<file path="src/rtl/rx_alarm_pkg.sv">
package rx_alarm_pkg;

  localparam int STAT_W = 8;
  localparam int LVL_W  = 6;
  localparam int ADDR_W = 8;
  localparam logic [ADDR_W-1:0] STAT_ADDR = 8'h11;

  // Bit positions: order fixed by the processor's decoding of the register.
  localparam int BIT_CPERR = 7;
  localparam int BIT_LOS   = 6;
  localparam int BIT_AIS   = 5;
  localparam int BIT_IDLE  = 4;
  localparam int BIT_FERF  = 3;
  localparam int BIT_AIC   = 2;
  localparam int BIT_OOF   = 1;
  localparam int BIT_PERR  = 0;

  // Change pulse: any difference from the previous sample.
  function automatic logic [LVL_W-1:0] level_change(input logic [LVL_W-1:0] cur,
                                                    input logic [LVL_W-1:0] prev);
    return cur ^ prev;
  endfunction

  // Reset-on-read update of one flag; a set always wins over the clear.
  function automatic logic sticky_next(input logic q, input logic set, input logic clr);
    return (q & ~clr) | set;
  endfunction

  // Assemble the set vector in register bit order.
  function automatic logic [STAT_W-1:0] pack_sets(input logic cp,
                                                  input logic [LVL_W-1:0] chg,
                                                  input logic pb);
    return {cp, chg, pb};
  endfunction

  function automatic logic masked_any(input logic [STAT_W-1:0] q,
                                      input logic [STAT_W-1:0] en);
    return |(q & en);
  endfunction

endpackage

</file>
<file path="src/rtl/alarm_change_detect.sv">
module alarm_change_detect #(
  parameter int W = 6
) (
  input  logic         clk,
  input  logic         rst_n,
  input  logic [W-1:0] lvl,
  output logic [W-1:0] chg
);
  import rx_alarm_pkg::*;

  logic [W-1:0] lvl_d;

  generate
    for (genvar i = 0; i < W; i++) begin : g_dly
      always_ff @(posedge clk) begin
        if (!rst_n) lvl_d[i] <= 1'b0;
        else        lvl_d[i] <= lvl[i];
      end
      assign chg[i] = lvl[i] ^ lvl_d[i];
    end
  endgenerate

endmodule

</file>
<file path="src/rtl/alarm_sticky_bank.sv">
module alarm_sticky_bank #(
  parameter int W = 8
) (
  input  logic         clk,
  input  logic         rst_n,
  input  logic [W-1:0] set_vec,
  input  logic         clr,
  output logic [W-1:0] q
);
  import rx_alarm_pkg::*;

  generate
    for (genvar i = 0; i < W; i++) begin : g_flag
      always_ff @(posedge clk) begin
        if (!rst_n) q[i] <= 1'b0;
        else        q[i] <= sticky_next(q[i], set_vec[i], clr);
      end
    end
  endgenerate

endmodule

</file>
<file path="src/rtl/alarm_read_port.sv">
module alarm_read_port #(
  parameter int AW = 8,
  parameter int DW = 8,
  parameter logic [AW-1:0] MY_ADDR = '0
) (
  input  logic          clk,
  input  logic          rst_n,
  input  logic          rd_en,
  input  logic [AW-1:0] rd_addr,
  input  logic [DW-1:0] status,
  output logic          rd_hit,
  output logic [DW-1:0] rd_data
);

  assign rd_hit = rd_en && (rd_addr == MY_ADDR);

  always_ff @(posedge clk) begin
    if (!rst_n)      rd_data <= '0;
    else if (rd_hit) rd_data <= status;
    else             rd_data <= '0;
  end

endmodule

</file>
<file path="src/rtl/rx_alarm_irq_reg.sv">
module rx_alarm_irq_reg
  import rx_alarm_pkg::*;
#(
  parameter logic [ADDR_W-1:0] REG_ADDR = STAT_ADDR
) (
  input  logic              clk,
  input  logic              rst_n,
  input  logic              cpbit_err_pulse,
  input  logic              pbit_err_pulse,
  input  logic              los_lvl,
  input  logic              ais_lvl,
  input  logic              idle_lvl,
  input  logic              ferf_lvl,
  input  logic              aic_lvl,
  input  logic              oof_lvl,
  input  logic              rd_en,
  input  logic [ADDR_W-1:0] rd_addr,
  input  logic [STAT_W-1:0] irq_mask,
  output logic [STAT_W-1:0] rd_data,
  output logic              irq
);

  // Named internal events, visible to the bound checker.
  logic [LVL_W-1:0]  lvl_vec;
  logic [LVL_W-1:0]  lvl_chg;
  logic [STAT_W-1:0] set_vec;
  logic [STAT_W-1:0] status_q;
  logic              rd_hit;

  assign lvl_vec = {los_lvl, ais_lvl, idle_lvl, ferf_lvl, aic_lvl, oof_lvl};

  alarm_change_detect #(.W(LVL_W)) u_chg (
    .clk   (clk),
    .rst_n (rst_n),
    .lvl   (lvl_vec),
    .chg   (lvl_chg)
  );

  assign set_vec = pack_sets(cpbit_err_pulse, lvl_chg, pbit_err_pulse);

  alarm_read_port #(.AW(ADDR_W), .DW(STAT_W), .MY_ADDR(REG_ADDR)) u_rd (
    .clk     (clk),
    .rst_n   (rst_n),
    .rd_en   (rd_en),
    .rd_addr (rd_addr),
    .status  (status_q),
    .rd_hit  (rd_hit),
    .rd_data (rd_data)
  );

  alarm_sticky_bank #(.W(STAT_W)) u_flags (
    .clk     (clk),
    .rst_n   (rst_n),
    .set_vec (set_vec),
    .clr     (rd_hit),
    .q       (status_q)
  );

  assign irq = masked_any(status_q, irq_mask);

endmodule

</file>
<file path="config.mk">
export PLATFORM = sky130hd
export DESIGN_NAME = rx_alarm_irq_reg
export DESIGN_NICKNAME = d
export VERILOG_FILES = /design/src/rtl/rx_alarm_pkg.sv /design/src/rtl/alarm_change_detect.sv /design/src/rtl/alarm_sticky_bank.sv /design/src/rtl/alarm_read_port.sv /design/src/rtl/rx_alarm_irq_reg.sv
export SDC_FILE = /design/constraint.sdc
export NUM_CORES = 1
export LEC_CHECK = 0
export BUFFER_PORTS_ARGS = -buffer_cell sky130_fd_sc_hd__buf_2
export CELL_PAD_IN_SITES_DETAIL_PLACEMENT = 1
export CELL_PAD_IN_SITES_GLOBAL_PLACEMENT = 1
export CORE_MARGIN = 2
export CORE_UTILIZATION = 31
export CTS_BUF_LIST = sky130_fd_sc_hd__clkbuf_4
export CTS_CLUSTER_SIZE = 8
export DETAILED_ROUTE_END_ITERATION = 16
export HOLD_SLACK_MARGIN = 0.08
export PLACE_DENSITY_LB_ADDON = 0.05
export SLEW_MARGIN = 30
export SYNTH_ARGS = -nofsm -noshare
export SYNTH_HDL_FRONTEND = slang
export SYNTH_SLANG_ARGS = --single-unit
</file>
<file path="constraint.sdc">
create_clock -name clk -period 1.1 [get_ports clk]
set_input_delay 0.165 -clock clk [delete_from_list [all_inputs] [get_ports clk]]
set_output_delay 0.165 -clock clk [all_outputs]
set_load 0.02 [all_outputs]
</file>
==> metrics.md <==
| Metric | Value |
|---|---|
| Hold Crit Depth | `2` |
| CTS tree | `built` |
| Number of synthesized flops with an enable pin | `0` |
| Max-slew violation count | `0` |
| Crit-path max cell delay | `0.35 ns` |
| DR vias/cell | `between 4 and 5` |
| Worst-Margin Slew | `0.308 ns` |
| Area growth syn-to-layout | `41.3%` |
| Clk buf depth | `2` |
| Setup TNS | `-0.194 ns` |
| Via Count | `697` |
| Die Span X | `55.1 um` |
| Clk sinks | `22` |
| Clock power frac | `0.260` |
| H-tree levels | `1` |
| Ant. Diodes | `0` |
| Synthesized area per cell | `between 10 and 15 um^2` |
| Global Route Usage Sum | `0.155` |
| Placer Congestion | `0.616` |
| Net Sw Frac | `0.249` |
| Placed cell area | `1020 um^2` |
| FP Rows | `18` |
| Fmax achieved | `0.773 GHz` |
| Clock-pin slew of the registers on the worst-case setup and hold paths | `around 0.12 ns` |
| Count leader, synth | `dfxtp_1` |
| DR WL/cell | `12.4 um` |
| Status | `finished with violations` |
| Final setup violating endpoints | `1` |
| DRC violations left | `0` |
| Cell count after synthesis | `a little under 80` |
| Initial DRC count | `0` |
| Synth Net Count | `106` |
| First-pass GRT wire length | `3190 um` |
| Share of layout cells above drive strength 1 | `0.452` |
| Post-synth top area share | `0.545` |
| Fill count | `306` |
| Max_cap viols | `0` |
| Most frequent cells after synthesis | `22 x dfxtp_1, 9 x nor2_1, 8 x a21oi_1, 8 x and3_1, 8 x o21ai_0` |
| Root cell of the clock tree | `clkbuf_4` |
| Cell Area, Synth | `between 800 and 900 um^2` |
| Synth area leaders | `dfxtp_1 54%, xor2_1 6.5%, and3_1 6.2%` |
| Post-Place Setup Slack | `-0.119 ns` |
| Gate power share | `0.139` |
| WL final | `1900 um` |
| Clock skew | `0.000912 ns` |
| Nets | `152` |
| Slowest cell on the critical path | `dfxtp_2` |
| Port bufs | `35` |
| R2R depth | `4` |
| Post-route ant nets | `0` |
| Final hold vios | `0` |
| Sw power | `0.359 mW` |
| Fin crit period | `1.29 ns` |
| Initial antenna violation count | `0` |
| Post-synthesis register bit count | `22` |
| Critical Path AT | `1.13 ns` |
| FF-to-FF setup slack | `0.19 ns` |
| Worst min-delay path class | `input port to flip-flop` |
| Failing checks | `setup timing` |
| Cell taking the most area after synthesis | `dfxtp_1` |
| DP HPWL | `1390 um` |
| Synth async-reset ratio | `0` |
| Crit path to | `irq` |
| Sequential share of power | `0.601` |
| Netlist cell types | `15` |
| Vias in the first global route | `just under 700` |
| CP Data Required Time | `0.94 ns` |
| Clock latency on the worst-skew pair | `0.30 ns` |
| Largest net degree at the start of global routing | `23` |
| RSZ-0062 raised after global routing | `yes` |
| Num CTS Buffers | `3` |
| VDD IR max | `0.000818 V` |
| Die Span Y | `approximately 55 um` |
| Yosys warning count | `0` |
| Rel. slew slack | `0.795` |
| Cell internal pwr | `1.08 mW` |
| CORE AREA | `2480 um^2` |
| Post-synthesis sequential area ratio | `0.545` |
| Max FO, Critical Path | `2` |
| Worst path cell trace | `a22oi_2 > nand4_1 > buf_4` |
| Ports | `36` |
| Crit end category | `output pin` |
| WS Path Type | `flip-flop to output pin` |
| Pwr dens | `1260 nW/um^2` |
| Main flop type after synthesis | `dfxtp_1` |
| Total gr overflow | `0` |
| Initial Util | `0.326` |
| Worst setup margin | `-0.194 ns` |
| Crit path launch | `u_flags.q[5]` |
| Initial DRT Pass Iterations | `1` |
| Worst R2R Start | `u_flags.q[5]` |
| Total leakage power | `0.560 nW` |
| Terminus of the critical flop-to-flop path | `u_flags.q[5]` |
| Period utilization | `1.18` |
| Crit start category | `flip-flop` |
| Design area | `about 1100 um^2` |
| DIE AREA | `3030 um^2` |
-- per-stage QoR --
stage               power (mW)  hold slack (ns)   util  cells
finish                    1.44           0.0912  0.461    154
global route              1.52            0.102  0.461    154
CTS                       1.45           0.0800  0.452    153
detailed placement        1.04            0.402  0.411    143
global placement          1.03            0.399  0.411    143
floorplan                0.958            0.292      -     79
-- placed cells by master (no fill, tap or decap), drive strengths merged --
master,instances
buf,40
dfxtp,22
nor2,9
and3,8
o21ai,8
a21oi,8
and2,6
xor2,6
a22oi,4
dlygate4sd3,4
clkbuf,3
nand4,1
or2,1
nand4bb,1
or3b,1
nor3,1
clkinv,1
-- power by group through the flow --
stage / clock network (mW) / logic (mW) / registers [mW]
3_3_place_gp: 0 / 0.154 / 0.878
4_1_cts: 0.393 / 0.195 / 0.864
6_report: 0.375 / 0.200 / 0.867
5_1_grt: 0.422 / 0.228 / 0.872
2_1_floorplan: 0 / 0.0894 / 0.869
3_5_place_dp: 0 / 0.163 / 0.878
-- state kept, by name, indices dropped and copies added (netlist names) --
name and cells:
u_flags.q 8, u_chg.lvl_d 6, u_rd.rd_data 8
-- metal layers --
layer | GRT usage | vias up | share of wire
met2 | 0.244 | 19 | 0.46
met4 | 0.0732 | 0 | 0.0047
met5 | 0 | - | 0
met3 | 0.0242 | 2 | 0.055
met1 | 0.208 | 313 | 0.48
li1 | - | 363 | -
-- worst max-delay path: cells and delay by family (launching register included) --
| kind | cells | cell delay, ns |
|---|---|---|
| flops | 1 | 0.35 |
| buf+inv | 1 | 0.17 |
| simple gates | 1 | 0.12 |
| compound gates | 1 | 0.18 |
-- worst min-delay path by stage --
stage                        from             end  slack [ns]
final                     los_lvl  u_chg.lvl_d[5]        0.09
after detailed placement  ais_lvl  u_chg.lvl_d[4]        0.40
after CTS                 los_lvl  u_chg.lvl_d[5]        0.08
after global placement    oof_lvl  u_chg.lvl_d[0]        0.40
after floorplan           oof_lvl  u_chg.lvl_d[0]        0.29
after global routing      aic_lvl  u_chg.lvl_d[1]        0.10
-- what timing repair did --
item	CTS	global route
setup buffers	2	1
hold endpoints to repair	4	0
hold buffers	4	0
endpoints found under the setup margin	1	2
resized for setup	7	4
pin swaps	3	2
-- final cells by class --
cell class	count	area, um^2	area share
clock buffers	3	22.5	0.0197
repair buffers	44	255	0.223
flip-flops and latches	22	447	0.391
multi-input cells	54	377	0.330
well taps	30	37.5	0.0329
clock inverters	1	3.75	0.00329
-- cells by family after synthesis --
family,count (synthesis),share of synthesized area
XOR/XNOR,6,0.0650
flip-flops,22,0.545
AO/OA/AOI/OAI,20,0.136
AND/OR/NAND/NOR,28,0.231
buffers and inverters,3,0.0232
Power figures use the tool's default switching activity.
